### config.mk
export PLATFORM = sky130hd
export DESIGN_NAME = lsq_spec_queue
export DESIGN_NICKNAME = d
export VERILOG_FILES = /design/src/rtl/lsq_pkg.sv /design/src/rtl/lsq_age_pick.sv /design/src/rtl/lsq_fwd_search.sv /design/src/rtl/lsq_spec_queue.sv
export SDC_FILE = /design/constraint.sdc
export NUM_CORES = 2
export LEC_CHECK = 0
export ABC_AREA = 1
export BUFFER_PORTS_ARGS = -buffer_cell sky130_fd_sc_hd__buf_2
export CAP_MARGIN = 20
export CORE_UTILIZATION = 45
export DETAILED_ROUTE_END_ITERATION = 12
export HOLD_SLACK_MARGIN = 0.15
export SLEW_MARGIN = 20
export SYNTH_ARGS = -nofsm -noshare
export SYNTH_HDL_FRONTEND = slang
export SYNTH_SLANG_ARGS = --single-unit
### constraint.sdc
create_clock -name clk -period 6.65 [get_ports clk]
set_input_delay 1.33 -clock clk [delete_from_list [all_inputs] [get_ports clk]]
set_output_delay 1.33 -clock clk [all_outputs]
set_load 0.02 [all_outputs]
### src/rtl/lsq_pkg.sv
// Package: shared constants and types for the speculative load-store queue.
// Assumes a power-of-two queue depth so indices wrap naturally.
package lsq_pkg;
    localparam int LSQ_DEPTH  = 8;
    localparam int LSQ_ADDR_W = 16;
    localparam int LSQ_DATA_W = 32;
    localparam int LSQ_TAG_W  = 6;

    // Kind of access granted on the memory port in a cycle
    typedef enum logic [1:0] {
        GNT_NONE   = 2'd0,
        GNT_COMMIT = 2'd1,
        GNT_REPLAY = 2'd2,
        GNT_ISSUE  = 2'd3
    } gnt_kind_e;
endpackage

### src/rtl/lsq_age_pick.sv
// Module: picks the oldest requesting entry of a circular queue.
// Assumes DEPTH is a power of two; age is counted from head.
module lsq_age_pick #(
    parameter int DEPTH = 8,
    localparam int IDX_W = $clog2(DEPTH)
) (
    input  logic [DEPTH-1:0] req,
    input  logic [IDX_W-1:0] head,
    output logic             found,
    output logic [IDX_W-1:0] idx
);
    // Scan from youngest to oldest so the oldest request is written last
    always_comb begin
        found = 1'b0;
        idx   = head;
        for (int k = DEPTH - 1; k >= 0; k--) begin
            logic [IDX_W-1:0] j;
            j = head + IDX_W'(k);
            if (req[j]) begin
                found = 1'b1;
                idx   = j;
            end
        end
    end
endmodule

### src/rtl/lsq_fwd_search.sv
// Module: finds the youngest store older than a given load whose known
// address equals the load's address. Assumes power-of-two DEPTH.
module lsq_fwd_search #(
    parameter int DEPTH  = 8,
    parameter int ADDR_W = 16,
    localparam int IDX_W = $clog2(DEPTH)
) (
    input  logic [IDX_W-1:0]  ld_idx,
    input  logic [IDX_W-1:0]  head,
    input  logic [DEPTH-1:0]  st_known,
    input  logic [ADDR_W-1:0] addr_q [DEPTH],
    output logic              hit,
    output logic [IDX_W-1:0]  hit_idx
);
    logic [IDX_W-1:0] ld_age;

    assign ld_age = ld_idx - head;

    // Walk older entries far to near; nearest match is written last
    always_comb begin
        hit     = 1'b0;
        hit_idx = ld_idx;
        for (int k = DEPTH - 1; k >= 1; k--) begin
            logic [IDX_W-1:0] j;
            j = ld_idx - IDX_W'(k);
            if (IDX_W'(k) <= ld_age && st_known[j] && addr_q[j] == addr_q[ld_idx]) begin
                hit     = 1'b1;
                hit_idx = j;
            end
        end
    end
endmodule

### src/rtl/lsq_spec_queue.sv
// Module: speculative load-store queue. Allocates in program order, forms
// addresses, issues loads past unresolved stores, detects ordering
// violations and replays, and writes stores at commit.
// Assumes events only name allocated entries and never arrive in the
// same cycle as that entry's allocation.
module lsq_spec_queue
    import lsq_pkg::*;
#(
    parameter int DEPTH  = LSQ_DEPTH,
    parameter int ADDR_W = LSQ_ADDR_W,
    parameter int DATA_W = LSQ_DATA_W,
    parameter int TAG_W  = LSQ_TAG_W,
    localparam int IDX_W = $clog2(DEPTH),
    localparam int CNT_W = IDX_W + 1
) (
    input  logic              clk,
    input  logic              rst_n,
    input  logic              alloc_valid,
    input  logic              alloc_is_store,
    input  logic [TAG_W-1:0]  alloc_tag,
    input  logic [ADDR_W-1:0] alloc_offset,
    output logic              alloc_ready,
    output logic [IDX_W-1:0]  alloc_idx,
    input  logic              opnd_valid,
    input  logic [IDX_W-1:0]  opnd_idx,
    input  logic [ADDR_W-1:0] opnd_base,
    input  logic              sdat_valid,
    input  logic [IDX_W-1:0]  sdat_idx,
    input  logic [DATA_W-1:0] sdat_value,
    input  logic              commit_valid,
    output logic              commit_ready,
    output logic              mem_en,
    output logic              mem_wr,
    output logic [ADDR_W-1:0] mem_addr,
    output logic [DATA_W-1:0] mem_wdata,
    input  logic [DATA_W-1:0] mem_rdata,
    output logic              ld_resp_valid,
    output logic [IDX_W-1:0]  ld_resp_idx,
    output logic [TAG_W-1:0]  ld_resp_tag,
    output logic [DATA_W-1:0] ld_resp_data,
    output logic              viol_valid,
    output logic [IDX_W-1:0]  viol_idx
);
    // Entry state
    logic [DEPTH-1:0]  valid_q, is_st_q, pend_q, addr_v_q, data_v_q, issued_q, replay_q;
    logic [TAG_W-1:0]  tag_q  [DEPTH];
    logic [ADDR_W-1:0] off_q  [DEPTH];
    logic [ADDR_W-1:0] base_q [DEPTH];
    logic [ADDR_W-1:0] addr_q [DEPTH];
    logic [DATA_W-1:0] data_q [DEPTH];
    logic [IDX_W-1:0]  head_q;
    logic [CNT_W-1:0]  cnt_q;

    logic [IDX_W-1:0]  tail;
    logic              alloc_fire, head_done, commit_fire, st_commit;
    logic [DEPTH-1:0]  st_known, fwd_hit, fwd_ok, rep_req, iss_req, viol_set;
    logic [IDX_W-1:0]  fwd_idx [DEPTH];
    logic [IDX_W-1:0]  age     [DEPTH];
    logic [ADDR_W-1:0] new_addr[DEPTH];
    logic              rep_found, iss_found, ld_grant;
    logic [IDX_W-1:0]  rep_idx, iss_idx, ld_sel;
    gnt_kind_e         gnt;

    assign tail        = head_q + cnt_q[IDX_W-1:0];
    assign alloc_ready = (cnt_q != CNT_W'(DEPTH));
    assign alloc_idx   = tail;
    assign alloc_fire  = alloc_valid && alloc_ready;
    assign head_done   = is_st_q[head_q] ? (addr_v_q[head_q] && data_v_q[head_q])
                                         : (issued_q[head_q] && !replay_q[head_q]);
    assign commit_ready = (cnt_q != '0) && head_done;
    assign commit_fire  = commit_valid && commit_ready;
    assign st_commit    = commit_fire && is_st_q[head_q];
    assign st_known     = valid_q & is_st_q & addr_v_q;

    // Per-entry forwarding search, age and next address
    for (genvar g = 0; g < DEPTH; g++) begin : g_ent
        lsq_fwd_search #(.DEPTH(DEPTH), .ADDR_W(ADDR_W)) u_fwd (
            .ld_idx   (IDX_W'(g)),
            .head     (head_q),
            .st_known (st_known),
            .addr_q   (addr_q),
            .hit      (fwd_hit[g]),
            .hit_idx  (fwd_idx[g])
        );
        assign fwd_ok[g]   = !fwd_hit[g] || data_v_q[fwd_idx[g]];
        assign rep_req[g]  = valid_q[g] && !is_st_q[g] && replay_q[g] && fwd_ok[g];
        assign iss_req[g]  = valid_q[g] && !is_st_q[g] && addr_v_q[g] && !issued_q[g] && fwd_ok[g];
        assign age[g]      = IDX_W'(g) - head_q;
        assign new_addr[g] = base_q[g] + off_q[g];
    end

    lsq_age_pick #(.DEPTH(DEPTH)) u_pick_rep (
        .req(rep_req), .head(head_q), .found(rep_found), .idx(rep_idx));
    lsq_age_pick #(.DEPTH(DEPTH)) u_pick_iss (
        .req(iss_req), .head(head_q), .found(iss_found), .idx(iss_idx));

    // Arbitrate the single memory port: commit, then replay, then issue
    always_comb begin
        if (st_commit)      gnt = GNT_COMMIT;
        else if (rep_found) gnt = GNT_REPLAY;
        else if (iss_found) gnt = GNT_ISSUE;
        else                gnt = GNT_NONE;
    end

    assign ld_grant = (gnt == GNT_REPLAY) || (gnt == GNT_ISSUE);
    assign ld_sel   = (gnt == GNT_REPLAY) ? rep_idx : iss_idx;

    assign mem_en        = (gnt != GNT_NONE);
    assign mem_wr        = (gnt == GNT_COMMIT);
    assign mem_addr      = mem_wr ? addr_q[head_q] : addr_q[ld_sel];
    assign mem_wdata     = data_q[head_q];
    assign ld_resp_valid = ld_grant;
    assign ld_resp_idx   = ld_sel;
    assign ld_resp_tag   = tag_q[ld_sel];
    assign ld_resp_data  = fwd_hit[ld_sel] ? data_q[fwd_idx[ld_sel]] : mem_rdata;
    assign viol_valid    = (gnt == GNT_REPLAY);
    assign viol_idx      = ld_sel;

    // Flag younger accessed loads hit by a store address forming this cycle
    always_comb begin
        viol_set = '0;
        for (int l = 0; l < DEPTH; l++) begin
            for (int s = 0; s < DEPTH; s++) begin
                if (valid_q[l] && !is_st_q[l] && addr_v_q[l]
                    && (issued_q[l] || (ld_grant && ld_sel == IDX_W'(l)))
                    && valid_q[s] && is_st_q[s] && pend_q[s]
                    && age[s] < age[l] && new_addr[s] == addr_q[l])
                    viol_set[l] = 1'b1;
            end
        end
    end

    // Control state: occupancy, pointers and per-entry flags
    always_ff @(posedge clk) begin
        if (!rst_n) begin
            valid_q  <= '0;
            is_st_q  <= '0;
            pend_q   <= '0;
            addr_v_q <= '0;
            data_v_q <= '0;
            issued_q <= '0;
            replay_q <= '0;
            head_q   <= '0;
            cnt_q    <= '0;
        end else begin
            cnt_q <= cnt_q + CNT_W'(alloc_fire) - CNT_W'(commit_fire);
            if (commit_fire) begin
                valid_q[head_q] <= 1'b0;
                head_q          <= head_q + 1'b1;
            end
            if (alloc_fire) begin
                valid_q[tail]  <= 1'b1;
                is_st_q[tail]  <= alloc_is_store;
                pend_q[tail]   <= 1'b0;
                addr_v_q[tail] <= 1'b0;
                data_v_q[tail] <= 1'b0;
                issued_q[tail] <= 1'b0;
                replay_q[tail] <= 1'b0;
            end
            for (int i = 0; i < DEPTH; i++) begin
                if (pend_q[i]) begin
                    pend_q[i]   <= 1'b0;
                    addr_v_q[i] <= 1'b1;
                end
            end
            if (opnd_valid) pend_q[opnd_idx]   <= 1'b1;
            if (sdat_valid) data_v_q[sdat_idx] <= 1'b1;
            if (ld_grant) begin
                issued_q[ld_sel] <= 1'b1;
                replay_q[ld_sel] <= 1'b0;
            end
            for (int i = 0; i < DEPTH; i++) begin
                if (viol_set[i]) replay_q[i] <= 1'b1;
            end
        end
    end

    // Datapath state: tags, offsets, bases, addresses and store data
    always_ff @(posedge clk) begin
        if (alloc_fire) begin
            tag_q[tail] <= alloc_tag;
            off_q[tail] <= alloc_offset;
        end
        for (int i = 0; i < DEPTH; i++) begin
            if (pend_q[i]) addr_q[i] <= new_addr[i];
        end
        if (opnd_valid) base_q[opnd_idx] <= opnd_base;
        if (sdat_valid) data_q[sdat_idx] <= sdat_value;
    end

    // a refused allocation never grows the occupancy
    a_r1_no_overflow: assert property (@(posedge clk) disable iff (!rst_n)
        (alloc_valid && !alloc_ready) |=> (cnt_q <= $past(cnt_q)));

    // memory is written only under a commit request
    a_r4_write_at_commit: assert property (@(posedge clk) disable iff (!rst_n)
        mem_wr |-> commit_valid);

    // a store write and a load response never share a cycle
    a_r8_one_access: assert property (@(posedge clk) disable iff (!rst_n)
        mem_wr |-> !ld_resp_valid);

    // every memory access is either a write or a load response
    a_r3_access_kind: assert property (@(posedge clk) disable iff (!rst_n)
        mem_en |-> (mem_wr || ld_resp_valid));

    // an address becomes valid only after a pending cycle
    for (genvar g = 0; g < DEPTH; g++) begin : g_chk
        a_r2_addr_after_event: assert property (@(posedge clk) disable iff (!rst_n)
            $rose(addr_v_q[g]) |-> $past(pend_q[g]));
    end
endmodule

==> flow_metrics.env <==
export IMPL_crit_fanout=8
export IMPL_hpwl_um=225700
export IMPL_fmax_ghz=0.1346
export IMPL_hold_viol_final=0
export IMPL_synthAdderAreaFrac=0.03605
export IMPL_slowest_stage="edfxtp_1"
export IMPL_layoutNonFillerInstCount=10398
export IMPL_io_pins=216
export IMPL_whs_ps=483.8
export IMPL_power_density_mw_per_mm2=536.1
export IMPL_num_rows=131
export IMPL_clock_latency_ps=740
export IMPL_r2r_end="replay_q[0]"
export IMPL_cts_hold_buffers=0
export IMPL_clockBufferDepth=3
export IMPL_syn_area_mm2=0.05831
export IMPL_fp_dieW_um=362.0
export IMPL_area_delta_synth_final_pct=29.91
export IMPL_worstPathRequired_ps=5320
export IMPL_cpLargestDelayFamily="simple AND/OR/NAND/NOR gates"
export IMPL_synth_compound_area_frac=0.1531
export IMPL_initial_core_util=0.4555
export IMPL_critPathKind="reg -> out"
export IMPL_slew_headroom=0.1716
export IMPL_drc=0
export IMPL_fin_nets=8867
export IMPL_synth_ff_type="edfxtp_1"
export IMPL_final_common_cell="nand2_1"
export IMPL_yosysTopAreaCellShare=0.3543
export IMPL_final_cell_mix="nand2_1, buf_4, edfxtp_1"
export IMPL_ant_nets=0
export IMPL_synth_top_cell_by_area="edfxtp_1"
export IMPL_synth_edf_count=688
export IMPL_globalplace_congestion=1.130
export IMPL_synth_fp_nets=7908
export IMPL_setup_tns_ps=-36070
export IMPL_min_to="addr_v_q[1]"
export IMPL_path_common_cell="nand3_4"
export IMPL_cp_slowest_stage_delay_ps=480
export IMPL_grt_ovfl_total=0
export IMPL_hp_class="reg -> reg"
export IMPL_yosysWarnings=0
export IMPL_fillCellCount=11636
export IMPL_end_kind="primary output"
export IMPL_r2r_start="off_q[7][0]"
export IMPL_synth_area_top_cells="edfxtp_1, nand2_1, xor2_1, nand3_1, a21oi_1"
export IMPL_hold_depth=2
export IMPL_worstHoldStart="addr_v_q[1]"
export IMPL_routed_wl_um=307000
export IMPL_num_vias=64641
export IMPL_p_total_mw=40.61
export IMPL_avgViaCountPerCell=6.217
export IMPL_max_vdd_ir_drop_v=0.0007486
export IMPL_yosysSeqAreaShare=0.3770
export IMPL_cap_violations=0
export IMPL_core_area_mm2=0.1280
export IMPL_grt_setup_unrepaired="true"
export IMPL_setup_ws_ps=-778.1
export IMPL_status="finished with violations"
export IMPL_placed_area_mm2=0.06713
export IMPL_skew_ps=32.00
export IMPL_avgSynthCellArea_um2=7.641
export IMPL_cp_num_buf_inv=6
export IMPL_antenna_found_initial=9
export IMPL_port_buffers=215
export IMPL_finalMaxSlewViolations=0
export IMPL_worst_pin_slew_ps=1233
export IMPL_synth_cell_types=62
export IMPL_synth_top_family_by_area="simple AND/OR/NAND/NOR gates"
export IMPL_r2r_cells=19
export IMPL_final_util=0.5917
export IMPL_grt_pass1_vias=58877
export IMPL_grt_total_usage=0.4452
export IMPL_clock_sinks=754
export IMPL_synthArstFlopShare=0
export IMPL_regToRegSetupSlack_ps=130
export IMPL_failed_checks="setup timing"
export IMPL_die_height_um=362.0
export IMPL_fp_dieArea_mm2=0.1310
export IMPL_routedWlPerCell_um=29.53
export IMPL_period_minus_slack_ps=7428
export IMPL_final_area_mm2=0.07575
export IMPL_cts_root_buf="clkbuf_16"
export IMPL_pre_cts_slack_ps=-276.8
export IMPL_cts_tree="yes"
export IMPL_start_kind="register"
export IMPL_htree_levels=3
export IMPL_postSynthCellCount=7631
export IMPL_drt_first_iter_violations=10174
export IMPL_drive_gt1_frac=0.2558
export IMPL_ys_ff_latch=754
export IMPL_synth_xor_area_frac=0.09088
export IMPL_dp_cells=10044
export IMPL_synth_area_mux_share=0
export IMPL_finalCritPeriodShare=1.117
export IMPL_cts_inserted_buffers=87
export IMPL_grt_max_degree=115
export IMPL_worstPathArrival_ps=6100
export IMPL_setup_viol_count_final=54
export IMPL_p_leak_nw=32.55
export IMPL_cts_clk_slew_worst_paths_ps=60
export IMPL_grt_pass1_wl_um=419300
export IMPL_synth_simple_area_share=0.2497
export IMPL_dr_pass1_iters=7
==> flip-flops by register name (all words and copies together) (netlist names), 48 cells and up, named ones only <==
name / cells
tag_q: 48
off_q: 128
data_q: 256
addr_q: 128
base_q: 128
==> area by class of cell <==
cell class | instances | area [µm²] | share of cell area
Antenna cell | 6 | 15.01 | 0.0001982
Clock buffer | 100 | 2278 | 0.03008
Clock inverter | 62 | 621.8 | 0.008209
Inverter | 820 | 3108 | 0.04103
Multi-Input combinational cell | 5591 | 33610 | 0.4437
Sequential cell | 754 | 21990 | 0.2903
Tap cell | 1729 | 2163 | 0.02856
Timing Repair Buffer | 1336 | 11960 | 0.1579
==> tightest hold or removal path, delay by kind of cell (launching register included) <==
kind,cells,cell delay [ps]
compound gates,1,50
simple gates,1,60
flops,1,320
==> cells by family after synthesis <==
kind of cell,Yosys count
simple gates,3378
flops,754
buf+inv,1288
compound gates,1444
fa+ha+maj,162
xor+xnor,605
==> routing by layer <==
metal | routed length (µm) | track usage | share of wire
met1 | 119200 | 0.5997 | 0.39
met2 | 124200 | 0.6321 | 0.40
met3 | 44390 | 0.1438 | 0.14
met4 | 19090 | 0.2326 | 0.062
met5 | 170 | 0 | 0.00055
==> what timing repair did <==
action,CTS,global route
resized for setup,468,396
cloned,14,24
pin swaps,129,140
setup endpoints to repair,55,56
buffers inserted,109,41
==> worst max-delay path by stage <==
| stage | from | endpoint | slack, ps | depth (start not counted) |
|---|---|---|---|---|
| 2_1_floorplan | head_q[1] | ld_resp_data[10] | 40 | 41 |
| 3_3_place_gp | addr_q[81] | ld_resp_data[7] | -270 | 35 |
| 3_5_place_dp | addr_q[81] | ld_resp_data[8] | -280 | 35 |
| 4_1_cts | addr_q[44] | ld_resp_data[11] | -490 | 38 |
| 5_1_grt | addr_q[96] | ld_resp_data[5] | -980 | 40 |
| 6_report | addr_q[34] | ld_resp_data[6] | -780 | 39 |
==> synth_stat cells, types with 50 or more instances <==
library cell  instances
a211oi_1             50
ha_1                152
inv_2                93
edfxtp_1            688
nand4_1             161
o211ai_1             62
o21ai_0             247
a21oi_1             535
xor2_1              408
a31oi_1              53
nand2_1            1892
o22ai_1             193
buf_2               238
o2111ai_1           120
clkbuf_1            145
nor3_1               85
nor2_1              412
nand3_1             643
dfxtp_1              66
a221oi_1             53
inv_1               705
xnor2_1             197
or2_2                90
==> power by group <==
| part | switching, mW | internal, mW |
|---|---|---|
| Clock | 2.24 | 2.74 |
| Sequential | 0.189 | 5.64 |
| Combinational | 17.7 | 12.1 |
(Power assumes the default switching activity.)
